### config.mk
export PLATFORM = sky130hd
export DESIGN_NAME = irq_hub
export DESIGN_NICKNAME = d
export VERILOG_FILES = /design/src/rtl/irq_hub_pkg.sv /design/src/rtl/irq_hub_gate.sv /design/src/rtl/irq_hub_arb.sv /design/src/rtl/irq_hub.sv
export SDC_FILE = /design/constraint.sdc
export NUM_CORES = 1
export LEC_CHECK = 0
export BUFFER_PORTS_ARGS = -buffer_cell sky130_fd_sc_hd__buf_2
export CAP_MARGIN = 20
export CORE_UTILIZATION = 51
export DETAILED_ROUTE_END_ITERATION = 10
export PLACE_DENSITY = 0.83
export SLEW_MARGIN = 20
export SYNTH_ARGS = -nofsm -noshare
export SYNTH_HDL_FRONTEND = slang
export SYNTH_SLANG_ARGS = --single-unit
### constraint.sdc
create_clock -name clk -period 6.4 [get_ports clk]
set_input_delay 0.96 -clock clk [delete_from_list [all_inputs] [get_ports clk]]
set_output_delay 0.96 -clock clk [all_outputs]
set_load 0.01 [all_outputs]
### src/rtl/irq_hub_pkg.sv
package irq_hub_pkg;

   localparam logic [31:0] OFF_PEND  = 32'h0000_1000;
   localparam logic [31:0] OFF_EN    = 32'h0000_2000;
   localparam logic [31:0] OFF_THR   = 32'h0020_0000;
   localparam logic [31:0] OFF_CLAIM = 32'h0020_0004;

   typedef enum logic [2:0] {
      RG_NONE,
      RG_PRIO,
      RG_PEND,
      RG_EN,
      RG_THR,
      RG_CLAIM
   } region_e;

   typedef struct packed {
      region_e    region;
      logic [7:0] id;
   } dec_t;

   // Map a byte address onto a register region; id is set for priority slots.
   function automatic dec_t decode(input logic [31:0] a, input int nsrc);
      dec_t d;
      d.region = RG_NONE;
      d.id     = '0;
      if (a == OFF_PEND)       d.region = RG_PEND;
      else if (a == OFF_EN)    d.region = RG_EN;
      else if (a == OFF_THR)   d.region = RG_THR;
      else if (a == OFF_CLAIM) d.region = RG_CLAIM;
      else if (a[1:0] == 2'b00 && a != 32'd0 && a < 32'(4 * (nsrc + 1))) begin
         d.region = RG_PRIO;
         d.id     = a[9:2];
      end
      return d;
   endfunction

endpackage

### src/rtl/irq_hub_gate.sv
// Per-source gateway: latches a level request once, then stays blocked
// from claim until completion.
module irq_hub_gate (
   input  logic clk,
   input  logic rst_n,
   input  logic line_i,
   input  logic claim_i,
   input  logic complete_i,
   output logic pend_o,
   output logic infl_o
);

   logic pend_q;
   logic infl_q;

   always_ff @(posedge clk or negedge rst_n) begin
      if (!rst_n) begin
         pend_q <= 1'b0;
         infl_q <= 1'b0;
      end else begin
         if (claim_i && pend_q) begin
            pend_q <= 1'b0;
            infl_q <= 1'b1;
         end else begin
            if (line_i && !pend_q && !infl_q) pend_q <= 1'b1;
            if (complete_i && infl_q)         infl_q <= 1'b0;
         end
      end
   end

   assign pend_o = pend_q;
   assign infl_o = infl_q;

endmodule

### src/rtl/irq_hub_arb.sv
// Combinational arbiter: strict-greater compare keeps the lowest id on ties.
module irq_hub_arb #(
   parameter int NSRC   = 4,
   parameter int PRIO_W = 3,
   localparam int ID_W  = $clog2(NSRC + 1)
) (
   input  logic [NSRC:1]             pend_i,
   input  logic [NSRC:1]             en_i,
   input  logic [NSRC:1][PRIO_W-1:0] prio_i,
   input  logic [PRIO_W-1:0]         thr_i,
   output logic [ID_W-1:0]           win_id_o,
   output logic                      any_o
);

   logic [NSRC:1] qual;

   for (genvar k = 1; k <= NSRC; k++) begin : g_qual
      assign qual[k] = pend_i[k] && en_i[k] && (prio_i[k] > thr_i);
   end

   always_comb begin
      logic [PRIO_W-1:0] best_p;
      best_p   = '0;
      win_id_o = '0;
      for (int k = 1; k <= NSRC; k++) begin
         if (qual[k] && prio_i[k] > best_p) begin
            best_p   = prio_i[k];
            win_id_o = ID_W'(k);
         end
      end
   end

   assign any_o = |qual;

endmodule

### src/rtl/irq_hub.sv
module irq_hub
   import irq_hub_pkg::*;
#(
   parameter int NSRC   = 4,
   parameter int PRIO_W = 3,
   parameter int ADDR_W = 22,
   parameter int DATA_W = 32,
   localparam int ID_W  = $clog2(NSRC + 1)
) (
   input  logic              clk,
   input  logic              rst_n,
   input  logic [NSRC-1:0]   src_i,
   input  logic [ADDR_W-1:0] bus_addr_i,
   input  logic [DATA_W-1:0] bus_wdata_i,
   input  logic              bus_we_i,
   input  logic              bus_re_i,
   output logic [DATA_W-1:0] bus_rdata_o,
   output logic              ext_irq_o
);

   if (NSRC < 1 || NSRC + 1 > DATA_W || NSRC > 31) begin : g_bad_nsrc
      $error("irq_hub: NSRC out of range");
   end
   if (PRIO_W < 1 || PRIO_W > 8) begin : g_bad_prio
      $error("irq_hub: PRIO_W out of range");
   end
   if (ADDR_W < 22 || ADDR_W > 32) begin : g_bad_addr
      $error("irq_hub: ADDR_W must cover the claim offset");
   end

   dec_t                      dec;
   logic                      claim_rd;
   logic                      claim_wr;
   logic [NSRC:1][PRIO_W-1:0] prio_q;
   logic [NSRC:1]             en_q;
   logic [PRIO_W-1:0]         thr_q;
   logic [NSRC:1]             pend_vec;
   logic [NSRC:1]             infl_vec;
   logic [ID_W-1:0]           win_id;
   logic                      any_qual;
   logic                      irq_q;
   logic [DATA_W-1:0]         rd_val;
   logic [DATA_W-1:0]         rdata_q;

   assign dec      = decode(32'(bus_addr_i), NSRC);
   assign claim_rd = bus_re_i && dec.region == RG_CLAIM;
   assign claim_wr = bus_we_i && dec.region == RG_CLAIM;

   // Gateways
   for (genvar k = 1; k <= NSRC; k++) begin : g_src
      logic hit_claim;
      logic hit_done;
      assign hit_claim = claim_rd && win_id == ID_W'(k);
      assign hit_done  = claim_wr && bus_wdata_i == DATA_W'(k);

      irq_hub_gate u_gate (
         .clk        (clk),
         .rst_n      (rst_n),
         .line_i     (src_i[k-1]),
         .claim_i    (hit_claim),
         .complete_i (hit_done),
         .pend_o     (pend_vec[k]),
         .infl_o     (infl_vec[k])
      );
   end

   irq_hub_arb #(
      .NSRC   (NSRC),
      .PRIO_W (PRIO_W)
   ) u_arb (
      .pend_i   (pend_vec),
      .en_i     (en_q),
      .prio_i   (prio_q),
      .thr_i    (thr_q),
      .win_id_o (win_id),
      .any_o    (any_qual)
   );

   // Configuration registers
   always_ff @(posedge clk or negedge rst_n) begin
      if (!rst_n) begin
         prio_q <= '0;
         en_q   <= '0;
         thr_q  <= '0;
      end else if (bus_we_i) begin
         unique case (dec.region)
            RG_PRIO: begin
               for (int k = 1; k <= NSRC; k++) begin
                  if (dec.id == 8'(k)) prio_q[k] <= bus_wdata_i[PRIO_W-1:0];
               end
            end
            RG_EN:   en_q  <= bus_wdata_i[NSRC:1];
            RG_THR:  thr_q <= bus_wdata_i[PRIO_W-1:0];
            default: ;
         endcase
      end
   end

   // Read mux
   always_comb begin
      rd_val = '0;
      unique case (dec.region)
         RG_PRIO: begin
            for (int k = 1; k <= NSRC; k++) begin
               if (dec.id == 8'(k)) rd_val[PRIO_W-1:0] = prio_q[k];
            end
         end
         RG_PEND:  rd_val[NSRC:1]   = pend_vec;
         RG_EN:    rd_val[NSRC:1]   = en_q;
         RG_THR:   rd_val[PRIO_W-1:0] = thr_q;
         RG_CLAIM: rd_val[ID_W-1:0] = win_id;
         default:  ;
      endcase
   end

   always_ff @(posedge clk or negedge rst_n) begin
      if (!rst_n) begin
         rdata_q <= '0;
         irq_q   <= 1'b0;
      end else begin
         rdata_q <= bus_re_i ? rd_val : '0;
         irq_q   <= any_qual;
      end
   end

   assign bus_rdata_o = rdata_q;
   assign ext_irq_o   = irq_q;

endmodule

Word-level counts from Yosys, hierarchy flattened --
Index checks and enable logic that the tools add are counted.
Word-level totals: bits in registers 33, bits of input ports 62
Operators by class: reductions and logical operators 65, equal/unequal tests 21, $lt $le $gt $ge 9, mux-type cells 40
Operators by type and width (count):
- 32-bit by 2-bit == test with 1-bit output, second input constant | 2
- 22-bit == test, second input constant | 2
- 1-bit logical AND | 40
- 3-bit 2-to-1 mux | 12
- 32-bit by 1-bit == test with 1-bit output, second input constant | 1
- 32-bit by 3-bit == test with 1-bit output, second input constant | 1
- 8-bit 2-to-1 mux | 4
- 22-bit by 13-bit == test with 1-bit output, second input constant | 1
- 22-bit by 14-bit == test with 1-bit output, second input constant | 1
- 22-bit by 5-bit < comparator with 1-bit output, second input constant | 1
- 22-bit nonzero test | 1
- 3-bit > comparator | 7
- 1-bit 2-to-1 mux | 17
- 8-bit by 2-bit == test with 1-bit output, second input constant | 2
- 2-bit nonzero test | 8
- 3-bit by 2-bit == test with 1-bit output, second input constant | 4
- 3-bit AND reduction | 4
- 2-bit one-hot mux with 5 select lines | 1
- 3-bit == test, second input constant | 3
- 9-bit 2-to-1 mux | 1
- 8-bit by 1-bit == test with 1-bit output, second input constant | 1
- 8-bit by 3-bit == test with 1-bit output, second input constant | 1
- 1-bit logical NOT | 8
- 3-bit by 1-bit == test with 1-bit output, second input constant | 2
- other kinds (8) | 10

Longest topological paths before layout --
depth in word-level cells 17, mapped depth 26

By module --
Synthesis repeated with hierarchy kept, for this count alone.
Unflattened totals: cell total of the unflattened synthesis 282, area, all modules 2777.7 um^2
Modules (own cells, without submodules):
- irq_hub | sequential area each 625.6 um^2, cells an instance 173, instances 1, area each 1801.7 um^2
- irq_hub_arb | sequential area each 0.0 um^2, cells an instance 77, instances 1, area each 660.6 um^2
- irq_hub_gate | sequential area each 50.0 um^2, cells an instance 8, instances 4, area each 78.8 um^2

Least setup slack after synthesis --
OpenSTA, ideal clock, no wires.
kind reg-to-reg, start point register thr_q[1], end point register g_src[2].u_gate.pend_q, cell stages (with the launch flop) 25, path slack 954 ps, arrival 5328 ps, buffers on the path 1, path through dfrtp_1 -> inv_1 -> ha_1 -> a211oi_1 -> a311oi_1 -> nand2_1 -> ha_1 -> nor2b_1 -> o21a_1 -> o21ai_1 -> or2_1 -> clkbuf_1 -> mux2_2 -> ha_1 -> a21o_1 -> a21oi_1 -> a311o_1 -> mux2_2 -> ha_1 -> nor2b_1 -> o21ai_0 -> a32oi_1 -> nand2_1 -> or4b_1 -> a21o_1
Between the ends: cells in the longest elaborated chain, start to end 17
RTL lines:
- start: declaration | RTL line irq_hub.sv:36 | logic [PRIO_W-1:0] thr_q;
- start signal: assignment | RTL line irq_hub.sv:93 | RG_THR: thr_q <= bus_wdata_i[PRIO_W-1:0];
- 3-bit > comparator | RTL line irq_hub_arb.sv:18 | assign qual[k] = pend_i[k] && en_i[k] && (prio_i[k] > thr_i);
- 1-bit logical AND | RTL line irq_hub_arb.sv:18
- 1-bit logical AND | RTL line irq_hub_arb.sv:26 | if (qual[k] && prio_i[k] > best_p) begin
- 3-bit 2-to-1 mux | RTL line irq_hub_arb.sv:26
- 3-bit > comparator | RTL line irq_hub_arb.sv:26
- 1-bit logical AND | RTL line irq_hub_arb.sv:26
- 3-bit 2-to-1 mux | RTL line irq_hub_arb.sv:26
- 3-bit > comparator | RTL line irq_hub_arb.sv:26
- 1-bit logical AND | RTL line irq_hub_arb.sv:26
- 3-bit 2-to-1 mux | RTL line irq_hub_arb.sv:26
- 3-bit > comparator | RTL line irq_hub_arb.sv:26
- 1-bit logical AND | RTL line irq_hub_arb.sv:26
- 3-bit 2-to-1 mux (*) | RTL line irq_hub_arb.sv:26
- 3-bit by 2-bit == test with 1-bit output (*) | RTL line irq_hub.sv:53 | assign hit_claim = claim_rd && win_id == ID_W'(k);
- 1-bit logical AND (*) | RTL line irq_hub.sv:53
- 1-bit logical AND (*) | RTL line irq_hub_gate.sv:21 | if (claim_i && pend_q) begin
- 1-bit 2-to-1 mux or 2-bit nonzero test (tied branches)
- end signal: assignment | RTL line irq_hub_gate.sv:18 | pend_q <= 1'b0;
- end signal: assignment | RTL line irq_hub_gate.sv:22 | pend_q <= 1'b0;
- end signal: assignment | RTL line irq_hub_gate.sv:25 | if (line_i && !pend_q && !infl_q) pend_q <= 1'b1;
- end: declaration | RTL line irq_hub_gate.sv:13 | logic pend_q;
Mark *: on every way between the ends. The rest lies on a longest branch, timed or not. A chain may end at the register's enable or synchronous reset.

Final worst setup path --
Same ends and word-level chain as after synthesis.

==> summary.md <==
| Metric | Value |
|---|---|
| Nets | ~430 |
| Top_reg_cell synth | dfrtp_1 |
| Register bit total from synthesis | 33 |
| Core outline area | 5075 sq um |
| Leak | between 1 and 1.5 nW |
| Num CTS Buffers | 5 |
| Max-cap viol count | 0 |
| Tcrit/Tclk final | 92.29% |
| Post-synthesis sequential area ratio | 30.86% |
| Largest net degree at the start of global routing | 34 |
| WP data required | 6580 ps |
| # DRC | 0 |
| Die width | 74.44 microns |
| Top cell type's share of synthesized area | 30.86% |
| Final Cell Area | between 3000 and 4000 sq um |
| DIE HEIGHT | 74.44 microns |
| Reg area | 825.8 sq um |
| Via Count | 2,312 |
| Mapped Cells | 281 |
| Multi-input logic area | between 1500 and 2000 sq um |
| Initial core utilization | a little over half |
| First-iteration detailed-routing DRC count | ~140 |
| Worst Path Max Fanout | 7 |
| Top cells by area, synth | dfrtp_1 (31%), ha_1 (9.8%), mux2_2 (8.8%), buf_4 (7.6%), nor4_4 (3.2%) |
| CP Class | reg -> reg |
| CTS tree | done |
| IO Port Bufs | 67 |
| Area leader, netlist | dfrtp_1 |
| Ys async rst share | 100.0% |
| Finished Core Util | 60.63% |
| CTS Hold Bufs | 0 |
| Worst Tran Pin Value | 752.6 ps |
| Final Hold Viols | 0 |
| Hold_ws | approximately 500 ps |
| Placed Area | 2954 sq um |
| Via density per instance | 5.518 |
| RSZ-0062 raised after global routing | false |
| WP data arrival | ~6100 ps |
| PwrDens | approximately 150 nW/um^2 |
| Vias in the first global route | 2,261 |
| WL per Instance | 15.87 microns |
| H-tree Lvls | 2 |
| Post-synth EDFFs | 0 |
| Synth-to-Final Area Change | 14.96% |
| Distinct cells, synth | 59 |
| Synth Area per Inst | 9.524 sq um |
| First-pass GRT wire length | approximately 11 mm |
| Setup Buffers After CTS | 0 |
| Place WS | between 400 and 500 ps |
| Max VDD drop | 0.1355 mV |
| Yosys synthesis warning count | 0 |
| Die Area | 5541 sq um |
| Row Count | 26 |
| DRT Pass-1 Iters | 4 |
| Clock latency on the worst-skew pair | approximately 290 ps |
| Num ports | 95 |
| Root buffer cell | clkbuf_8 |
| Post-detail-place hpwl | roughly 5.2 mm |
| Critical Path Sink Type | register |
| Setup TNS Final | 0 ps |
| Fmax | 169.3 MHz |
| Initial antenna violation count | 0 |
| Gr usage total | 26.07% |
| Post-route ant nets | 0 |
| Final Slew Violations | 0 |
| Placer Congestion | 0.9376 |
| Synthesized area | 2676 sq um |
| Clk_skew | 7.972 ps |
| Fin worst setup slack | 493.2 ps |
| Worst-path clk slew | around 70 ps |
| Layout fillers | 441 |
| Status | complete, no violations |
| Worst hold-check path type | reg -> reg |
| Worst slew margin | between 40% and 50% |
| Antenna diodes | 0 |
| Total gr overflow | 0 |
| Post-layout min period | 5907 ps |
| Startpoint types | register |
| DRT Wirelength | between 6 and 7 mm |
| Layout cells sized above 1 | 32.38% |
| CTS Buffer Depth | 2 |
| Clock Sinks | 33 |
| Final setup viols | 0 |
[logic make-up (layout without fill, tap and decap cells)]
kind of cell    after synthesis  in the layout  share of synthesized area [%]
simple gates                 97             97                          23.05
compound gates               53             53                          14.03
buf+inv                      50             92                          11.45
flops                        33             33                          30.86
mux                          25             25                          10.33
fa+ha+maj                    21             21                          9.818
other cells                   1             27                         0.1401
xor+xnor                      1              1                         0.3273
[worst max-delay path, cell delays in order (launching register included)]
cell and delay [ps]:
dfrtp_1 380, inv_1 110, ha_1 330, a211oi_1 100
a311oi_2 460, nand2_1 140, ha_1 310, nor2b_1 140
o21a_1 160, o21ai_1 200, or2_1 240, mux2_2 380
ha_1 310, a21o_1 180, a21oi_1 180, a311o_1 250
mux2_2 370, ha_1 290, nor2b_1 130, o21ai_0 160
a32oi_1 90, nand2_1 190, or4b_1 490, a21o_1 200
[synthesized netlist by cell type, drive strengths merged, types with 3 or more instances]
cell	n
o211ai	5
nor2b	11
inv	17
buf	28
nand2	17
ha	21
o22a	3
nor4	12
o21ai	11
nand3	6
and3	4
dfrtp	33
a22oi	8
nand4	7
nor3	4
nor2	22
clkbuf	5
a21oi	4
mux2	21
a21o	3
a311oi	3
a31oi	3
mux2i	4
[state kept, by name, indices dropped and copies added (netlist names)]
register / flops
prio_q: 12
bus_rdata_o: 5
en_q: 4
ext_irq_o: 1
g_src.u_gate.infl_o: 4
thr_q: 3
g_src.u_gate.pend_o: 4
[placed cells by master, fill, tap and decap left out, drive strengths merged, types with 8 or more instances in the layout]
cell / n
buf: 67
dfrtp: 33
conb: 27
nor2: 22
mux2: 21
ha: 21
inv: 17
nand2: 17
nor4: 12
nor2b: 11
o21ai: 11
a22oi: 8
[layer usage]
layer  global-route usage, %  up-vias  part of all wire [%]
li1                        -     1113                     -
met1                   33.99     1079                    43
met2                   42.94      109                    46
met3                   6.233       11                   9.6
met4                   7.966        0                   1.6
met5                       0        -                     0
[timing repair]
item	CTS	global route
hold endpoints to repair	0	0
endpoints found under the setup margin	0	2
gates resized for setup	0	1
[final cells by class]
cell class | count | area share [%]
tap | 70 | 2.847
clock inverter | 1 | 0.9760
sequential | 33 | 26.84
multi-input combinational | 224 | 53.56
inverter | 17 | 2.074
clock buffer | 7 | 2.806
timing repair buffer | 67 | 10.90
[report_power, final]
| part | leakage [nW] | total (mW) | switching, mW | internal [mW] |
|---|---|---|---|---|
| Clock | 0.0585 | 0.203 | 0.0765 | 0.127 |
| Combinational | 0.931 | 0.0536 | 0.0333 | 0.0204 |
| Sequential | 0.431 | 0.210 | 0.000845 | 0.209 |
| Total | 1.42 | 0.467 | 0.111 | 0.356 |
[worst paths after layout]
check	start	endpoint	slack (ps)	depth (start not counted)
max reg2reg	thr_q[1]	g_src[2].u_gate.pend_o	490	23
max	thr_q[1]	g_src[2].u_gate.pend_o	490	23
min reg2reg	thr_q[2]	thr_q[2]	500	1
min in group asynchronous	rst_n	prio_q[8]	740	1
min	thr_q[2]	thr_q[2]	500	1
max in group asynchronous	rst_n	thr_q[0]	5180	1
[per-stage QoR]
step | power (mW) | std cells
6_report | 0.4669 | 419
5_1_grt | 0.4824 | 419
4_1_cts | 0.4693 | 419
3_5_place_dp | 0.2672 | 411
3_3_place_gp | 0.2660 | 411
2_1_floorplan | 0.2496 | 307
Power figures use the tool's default switching activity.
